--- src/rtl/ea_pkg.sv ---
package ea_pkg;

  typedef enum logic [1:0] {
    ST_IDLE  = 2'd0,
    ST_INDEX = 2'd1,
    ST_FETCH = 2'd2
  } ea_state_e;

  typedef enum logic [1:0] {
    SRC_DIRECT = 2'd0,
    SRC_INDEX  = 2'd1,
    SRC_FETCH  = 2'd2
  } ea_src_e;

  typedef struct packed {
    logic xrel;
    logic ind;
    logic brel;
  } ea_mode_t;

endpackage

--- src/rtl/ea_field_decode.sv ---
module ea_field_decode
  import ea_pkg::*;
#(
  parameter int IW       = 16,
  parameter int AW       = 16,
  parameter int DISP_W   = 8,
  parameter int MODE_POS = 8
) (
  input  logic [IW-1:0] instr,
  output ea_mode_t      mode,
  output logic [AW-1:0] disp_ext
);

  localparam int EXT_W = AW - DISP_W;

  assign mode.brel = instr[MODE_POS];
  assign mode.ind  = instr[MODE_POS+1];
  assign mode.xrel = instr[MODE_POS+2];

  generate
    if (EXT_W > 0) begin : g_sext
      assign disp_ext = {{EXT_W{instr[DISP_W-1]}}, instr[DISP_W-1:0]};
    end else begin : g_trunc
      assign disp_ext = instr[AW-1:0];
    end
  endgenerate

endmodule

--- src/rtl/ea_ctrl.sv ---
module ea_ctrl
  import ea_pkg::*;
(
  input  logic     clk,
  input  logic     rst_n,
  input  logic     start,
  input  ea_mode_t mode,
  input  logic     mem_valid,
  output logic     busy,
  output logic     ld_acc,
  output logic     ld_ea,
  output ea_src_e  ea_src,
  output logic     post_idx,
  output logic     mem_req,
  output logic     done
);

  ea_state_e state_q, state_d;
  logic      req_q, req_d;
  logic      post_q, post_d;
  logic      done_q, done_d;

  always_comb begin
    state_d = state_q;
    req_d   = req_q;
    post_d  = post_q;
    done_d  = 1'b0;
    ld_acc  = 1'b0;
    ld_ea   = 1'b0;
    ea_src  = SRC_DIRECT;
    unique case (state_q)
      ST_IDLE: begin
        if (start) begin
          if (mode.ind) begin
            ld_acc  = 1'b1;
            post_d  = mode.xrel;
            req_d   = 1'b1;
            state_d = ST_FETCH;
          end else if (mode.xrel && mode.brel) begin
            ld_acc  = 1'b1;
            state_d = ST_INDEX;
          end else begin
            ld_ea  = 1'b1;
            done_d = 1'b1;
          end
        end
      end
      ST_INDEX: begin
        ea_src  = SRC_INDEX;
        ld_ea   = 1'b1;
        done_d  = 1'b1;
        state_d = ST_IDLE;
      end
      ST_FETCH: begin
        ea_src = SRC_FETCH;
        if (mem_valid) begin
          ld_ea   = 1'b1;
          done_d  = 1'b1;
          req_d   = 1'b0;
          state_d = ST_IDLE;
        end
      end
      default: begin
        req_d   = 1'b0;
        state_d = ST_IDLE;
      end
    endcase
  end

  always_ff @(posedge clk or negedge rst_n) begin
    if (!rst_n) begin
      state_q <= ST_IDLE;
      req_q   <= 1'b0;
      post_q  <= 1'b0;
      done_q  <= 1'b0;
    end else begin
      state_q <= state_d;
      req_q   <= req_d;
      post_q  <= post_d;
      done_q  <= done_d;
    end
  end

  assign busy     = (state_q != ST_IDLE);
  assign post_idx = post_q;
  assign mem_req  = req_q;
  assign done     = done_q;

endmodule

--- src/rtl/ea_datapath.sv ---
module ea_datapath
  import ea_pkg::*;
#(
  parameter int AW = 16
) (
  input  logic          clk,
  input  logic          rst_n,
  input  ea_mode_t      mode,
  input  logic [AW-1:0] disp_ext,
  input  logic [AW-1:0] pc_in,
  input  logic [AW-1:0] b_in,
  input  logic [AW-1:0] x_in,
  input  logic          ld_acc,
  input  logic          ld_ea,
  input  ea_src_e       ea_src,
  input  logic          post_idx,
  input  logic [AW-1:0] mem_rdata,
  output logic [AW-1:0] acc,
  output logic [AW-1:0] ea
);

  logic [AW-1:0] base;
  logic [AW-1:0] first_sum;
  logic [AW-1:0] post_a, post_b, post_sum;
  logic [AW-1:0] acc_q, acc_d;
  logic [AW-1:0] xhold_q, xhold_d;
  logic [AW-1:0] ea_q, ea_d;

  // Stage one: base selection and displacement add (pre-indexing by B).
  always_comb begin
    if (mode.brel)                 base = b_in;
    else if (mode.xrel && !mode.ind) base = x_in;
    else                           base = pc_in;
    first_sum = base + disp_ext;
  end

  // Stage two: shared adder for B+X completion and post-indexing by X.
  always_comb begin
    post_a   = (ea_src == SRC_INDEX) ? acc_q : mem_rdata;
    post_b   = ((ea_src == SRC_INDEX) || post_idx) ? xhold_q : '0;
    post_sum = post_a + post_b;
  end

  always_comb begin
    acc_d   = ld_acc ? first_sum : acc_q;
    xhold_d = ld_acc ? x_in : xhold_q;
    ea_d    = ea_q;
    if (ld_ea) ea_d = (ea_src == SRC_DIRECT) ? first_sum : post_sum;
  end

  always_ff @(posedge clk or negedge rst_n) begin
    if (!rst_n) begin
      acc_q   <= '0;
      xhold_q <= '0;
      ea_q    <= '0;
    end else begin
      acc_q   <= acc_d;
      xhold_q <= xhold_d;
      ea_q    <= ea_d;
    end
  end

  assign acc = acc_q;
  assign ea  = ea_q;

endmodule

--- src/rtl/ea_unit.sv ---
module ea_unit
  import ea_pkg::*;
#(
  parameter int IW       = 16,
  parameter int AW       = 16,
  parameter int DISP_W   = 8,
  parameter int MODE_POS = 8
) (
  input  logic          clk,
  input  logic          rst_n,
  input  logic          start,
  input  logic [IW-1:0] instr,
  input  logic [AW-1:0] pc_in,
  input  logic [AW-1:0] b_in,
  input  logic [AW-1:0] x_in,
  output logic          busy,
  output logic          done,
  output logic [AW-1:0] ea,
  output logic          mem_req,
  output logic [AW-1:0] mem_addr,
  input  logic          mem_valid,
  input  logic [AW-1:0] mem_rdata
);

  ea_mode_t      mode;
  logic [AW-1:0] disp_ext;
  logic          ld_acc, ld_ea, post_idx;
  ea_src_e       ea_src;

  ea_field_decode #(
    .IW(IW), .AW(AW), .DISP_W(DISP_W), .MODE_POS(MODE_POS)
  ) u_decode (
    .instr    (instr),
    .mode     (mode),
    .disp_ext (disp_ext)
  );

  ea_ctrl u_ctrl (
    .clk       (clk),
    .rst_n     (rst_n),
    .start     (start),
    .mode      (mode),
    .mem_valid (mem_valid),
    .busy      (busy),
    .ld_acc    (ld_acc),
    .ld_ea     (ld_ea),
    .ea_src    (ea_src),
    .post_idx  (post_idx),
    .mem_req   (mem_req),
    .done      (done)
  );

  ea_datapath #(.AW(AW)) u_path (
    .clk       (clk),
    .rst_n     (rst_n),
    .mode      (mode),
    .disp_ext  (disp_ext),
    .pc_in     (pc_in),
    .b_in      (b_in),
    .x_in      (x_in),
    .ld_acc    (ld_acc),
    .ld_ea     (ld_ea),
    .ea_src    (ea_src),
    .post_idx  (post_idx),
    .mem_rdata (mem_rdata),
    .acc       (mem_addr),
    .ea        (ea)
  );

endmodule

--- config.mk ---
export PLATFORM = sky130hd
export DESIGN_NAME = ea_unit
export DESIGN_NICKNAME = d
export VERILOG_FILES = /design/src/rtl/ea_pkg.sv /design/src/rtl/ea_field_decode.sv /design/src/rtl/ea_ctrl.sv /design/src/rtl/ea_datapath.sv /design/src/rtl/ea_unit.sv
export SDC_FILE = /design/constraint.sdc
export NUM_CORES = 1
export LEC_CHECK = 0
export BUFFER_PORTS_ARGS = -buffer_cell sky130_fd_sc_hd__buf_2
export CAP_MARGIN = 20
export CORE_MARGIN = 1.5
export CORE_UTILIZATION = 55
export DETAILED_ROUTE_END_ITERATION = 16
export HOLD_SLACK_MARGIN = 0.15
export MAX_ROUTING_LAYER = met4
export PLACE_DENSITY = 0.83
export REMOVE_ABC_BUFFERS = 1
export SLEW_MARGIN = 20
export SYNTH_ARGS = -nofsm -noshare
export SYNTH_HDL_FRONTEND = slang
export SYNTH_SLANG_ARGS = --single-unit
--- constraint.sdc ---
create_clock -name clk -period 5.7 [get_ports clk]
set_clock_uncertainty 0.2 [all_clocks]
set_input_delay 0.57 -clock clk [delete_from_list [all_inputs] [get_ports clk]]
set_output_delay 0.57 -clock clk [all_outputs]
set_load 0.005 [all_outputs]
# Word-level counts from Yosys, hierarchy flattened
# Index checks and enable logic that the tools add are counted.
# op_classes
add_sub_neg	2
reduce_logical	10
n_bitwise	1
mux	24
eq_ne	7
# ops
op	n
16-bit 2-to-1 mux	5
16-bit adder	2
1-bit 2-to-1 mux	11
2-bit 2-to-1 mux	4
2-bit case mux with 2 select lines	2
2-bit != test, second input constant	3
1-bit case mux with 3 select lines	2
3-bit AND reduction	2
2-bit by 1-bit equality test with 1-bit output, second input constant	2
2-bit zero test	2
4-bit AND reduction	1
3-bit by 2-bit != test with 1-bit output, second input constant	1
2-bit equality test, second input constant	1
1-bit logical AND	2
2-bit nonzero test	1
1-bit zero test	1
1-bit logical OR	1
1-bit NOT	1
# totals
input_bits	84
ff_bits	53
wordCells	51

# Longest topological paths before layout
# logic_depth
depth_word	7
depth_mapped	14
ltp_nobuf	12

# By module
# From an unflattened synthesis, not the netlist that was laid out.
# unflattened
hier_cells	520
area_unflattened_um2	4600.7
# modules_own_cells
module	area_per_inst_um2	instances	cells_each	seq_area_each_um2
ea_datapath	4184.0	1	476	1201.2
ea_ctrl	274.0	1	25	125.1
ea_field_decode	142.6	1	19	0.0

# Worst setup path after synthesis
# No wires, ideal clock.
# synth_timing
path_type	register -> register
startpoint	register u_ctrl.state_q[1]
endpoint	register u_path.ea_q[14], in the netlist u_path.ea[14]
setup_ns	0.069
t_required_ns	5.431
setup_slack_ns	1.869
n_path_buf	2
synth_period_minus_slack_ns	3.831
t_arrival_ns	3.562
stages_incl_launch_ff	14
path_cell_list	dfrtp_1 > inv_1 > ha_1 > buf_1 > clkbuf_1 > mux2_2 > ha_1 > fa_1 > a21o_1 > a311oi_1 > o211ai_1 > a31oi_1 > mux2_1 > nand3_1
# synth_between
elab_chain_cells	7
word_cells_on_any_way	12
cone_classes	add/sub (1); eq/ne (3); mux (5); reduce/logical (3)
# synth_lines
element	line	text
from (decl)	ea_ctrl.sv:18	ea_state_e state_q, state_d;
from (signal assigned)	ea_ctrl.sv:77	state_q <= state_d;
2-bit equality test / 2-bit by 1-bit equality test with 1-bit output (equally long branches)	ea_ctrl.sv:31	unique case (state_q)
2-bit case mux with 2 select lines	ea_ctrl.sv:31	
2-bit by 1-bit equality test with 1-bit output	ea_datapath.sv:39, ea_datapath.sv:40	
1-bit logical OR	ea_datapath.sv:40	post_b = ((ea_src == SRC_INDEX) || post_idx) ? xhold_q : '0;
16-bit 2-to-1 mux	ea_datapath.sv:40	
16-bit adder	ea_datapath.sv:41	post_sum = post_a + post_b;
16-bit 2-to-1 mux	ea_datapath.sv:48	if (ld_ea) ea_d = (ea_src == SRC_DIRECT) ? first_sum : post_sum;
to (signal assigned)	ea_datapath.sv:55	ea_q <= '0;
to (signal assigned)	ea_datapath.sv:59	ea_q <= ea_d;
to (decl)	ea_datapath.sv:27	logic [AW-1:0] ea_q, ea_d;
# Parallel ways exist; a longest one is shown, timed or not.
# A chain may end at the register's enable or synchronous reset.

# Worst setup path after layout
# layout_timing
startpoint	input port instr[10]
endpoint	register u_path.ea_q[12], in the netlist u_path.ea[12]
# layout_between
elab_chain_cells	5
word_cells_on_any_way	10
cone_classes	add/sub (1); mux (7); reduce/logical (2)
# layout_lines
element	line	text
from (decl)	ea_unit.sv:12	input logic [IW-1:0] instr,
1-bit logical AND (on tied branches)	ea_datapath.sv:32, ea_ctrl.sv:39	
16-bit 2-to-1 mux / 1-bit 2-to-1 mux (equally long branches)	ea_datapath.sv:32, ea_ctrl.sv:39	
16-bit 2-to-1 mux / 1-bit 2-to-1 mux (equally long branches)	ea_datapath.sv:31, ea_ctrl.sv:34	
16-bit adder / 1-bit 2-to-1 mux (equally long branches)	ea_datapath.sv:34, ea_ctrl.sv:33	
16-bit 2-to-1 mux / 1-bit case mux with 3 select lines (equally long branches)	ea_datapath.sv:48, ea_ctrl.sv:31	
# Parallel ways exist; a longest one is shown, timed or not.

==> results.yml <==
power_and_ir_drop:
  ir_worst_vdd_mv: 0.229
  p_leak_nw: 2.62
  power_mw: 2.28
  power.density_nw_per_um2: 439
yosys:
  synth_edf_count: 0
  yosysUniqueCellTypes: 59
  synth_warnings: 0
  async_flop_share: 1.00
  syn_inst: 530
  synth_ff_type: "dfrtp_1"
  ys_seq_area_frac: 0.299
  synth_area_sq_um: 4440
  avgSynthCellArea_sq_um: 8.38
  ys_ff_latch: 53
detailed_routing:
  drc_errors: 0
  wl_per_cell_um: 15.6
  ant_nets: 0
  drt_iter0_markers: 209
  viasPerCell: 5.77
  routed_wirelength_um: 11500
  vias: 4250
  first_pass_iters: 5
worst_setup_path:
  arrival_ns: 3.95
  critPathRequiredTime_ns: 5.72
  cp-startpoint: "instr[10]"
  reg2reg_from: "u_ctrl.state_q[1]$_DFFE_PN0P_"
  end_kind: "register"
  r2r_cells: 12
  crit_path_start_kind: "primary input"
  worstPathMaxFanout: 11
  worstSetupPathType: "primary input to register"
floorplan:
  die_area_sq_um: 8620
  core_area_sq_um: 7770
  initial_core_util: 0.572
  ioPinCount: 119
  die_w_um: 92.8
  rows: 32
  die_h_um: 92.8
global_routing:
  antenna_found_initial: 0
  use_met1: 0.371
  grt_util_met3: 0.0312
  grt_usage: 0.277
  grt_max_degree: 54
  use_met2: 0.452
  grt_overflow: 0
  grt_pass1_wl_um: 18400
  top_usage_layer: "met2"
  grt_pass1_vias: 3928
clock_network:
  cts.sinks: 53
  cts_tree: "built"
  cts_resized: 0
  cts_root_buf: "clkbuf_8"
  clk_latency_ns: 0.31
  clk_path_buf_depth: 2
  clk_pin_slew_worst_paths_ns: 0.10
  cts-htree-levels: 2
  cts-buffers-inserted: 5
  cts_setup_buffers: 0
  cts-hold-fix-buffers: 0
layout:
  area_growth_pct: 16.8
  drive_gt1_frac: 0.250
  layout_commonest_cell: "nand2_1"
  n_antenna_cell: 0
  most-common-layout-cells: "nand2_1 (136), buf_2 (113), dfrtp_1 (53)"
  fill_cells: 687
  final_area_sq_um: 5190
  final_nets: 757
sta:
  maxSlewHeadroom: 0.317
  fmax_mhz: 254
  setup_viol: 0
  rsz0062_at_grt: "no"
  setup_tns_ns: 0
  fin_crit_ns: 3.93
  hold_viol_final: 0
  period_share: 0.690
  layout_setup_ws_ns: 1.77
  hold_ws_ns: 0.159
  tightest_slew_ns: 1.02
  slew_viol_final: 0
run:
  cap_violations: 0
status:
  outcome: "completed"
worst_hold_path:
  min_path_type: "primary input to async pin"
place:
  placed_area_sq_um: 5080
  dp_hpwl_um: 8980
  post-place-ws_ns: 1.50
  place_congestion: 0.949
  io_buffers: 113
## final cells by class
class                      count  area [sq um]  share of cell area
sequential                    53          1330               0.256
multi-input combinational    447          2990               0.577
tap                          102           128              0.0246
inverter                       9          33.8             0.00651
timing repair buffer         118           603               0.116
clock inverter                 1          5.00            0.000965
clock buffer                   7          96.3              0.0186
## power by group
part / switching (mW) / leakage [nW] / internal [mW]
clock network: 0.123 / 0.0542 / 0.110
registers: 0.112 / 0.652 / 0.559
logic: 0.784 / 1.91 / 0.588
total: 1.02 / 2.62 / 1.26
## routing by layer
metal	wire (um)	vias to the layer above	share of wire
li1	-	2077	-
met1	5140	2008	0.45
met2	5530	152	0.48
met3	698	13	0.061
met4	107	0	0.0093
met5	0	-	0
## Yosys cell counts (4+ instances only)
master	count	area share
nand2_1	136	0.11
dfrtp_1	53	0.30
ha_1	37	0.10
o21ai_0	29	0.033
a21oi_1	28	0.032
mux2i_1	24	0.054
mux2_2	19	0.048
nor2b_1	19	0.027
nor2_1	17	0.014
o21ai_1	14	0.016
clkbuf_1	13	0.011
xnor2_1	11	0.022
xor2_1	11	0.022
nand3_1	10	0.011
a21o_1	9	0.015
inv_1	8	0.0068
nor3_1	8	0.0090
o211ai_1	6	0.010
a31oi_1	4	0.0056
nand4_1	4	0.0056
or3_1	4	0.0056
## worst max-delay path, stage by stage
cell and delay, ns:
buf_2 0.13, nor2b_2 0.67, mux2i_1 0.19, o21ai_0 0.19
ha_1 0.25, inv_1 0.08, fa_1 0.42, nand3b_1 0.24
a211oi_2 0.27, nor2_1 0.12, o221a_2 0.29, mux2_1 0.37
a211oi_2 0.16
## registers in the layout, indices dropped and copies added, names as in the netlist
register,cells
u_path.xhold_q,16
u_ctrl.mem_req,1
u_ctrl.state_q,2
u_ctrl.post_idx,1
u_path.acc,16
u_path.ea,16
u_ctrl.done,1
## stage by stage
stage | utilization | cells
global route | 0.668 | 737
detailed placement | 0.655 | 729
floorplan | - | 509
finish | 0.668 | 737
global placement | 0.654 | 729
CTS | 0.668 | 737
## kinds of logic after synthesis
| family | after synthesis | synth area share |
|---|---|---|
| xor gates and xnor gates | 22 | 0.0434 |
| and+or+nand+nor | 219 | 0.222 |
| AOI/OAI and AO/OA | 122 | 0.187 |
| DFF | 53 | 0.299 |
| buffers and inverters | 30 | 0.0285 |
| muxes | 45 | 0.107 |
| adders and majority gates | 39 | 0.113 |
## path summary, 6_finish.rpt
path / end / slack (ns)
min in group clk: u_path.xhold_q[15]$_DFFE_PN0P_ / 0.27
max in group asynchronous: u_path.xhold_q[2]$_DFFE_PN0P_ / 4.66
worst max register to register: u_path.ea[14]$_DFFE_PN0P_ / 2.03
worst min-delay path: u_path.acc[2]$_DFFE_PN0P_ / 0.16
worst max-delay path: u_path.ea[12]$_DFFE_PN0P_ / 1.77
worst min register to register: u_path.ea[14]$_DFFE_PN0P_ / 0.28
(Power assumes the default switching activity.)
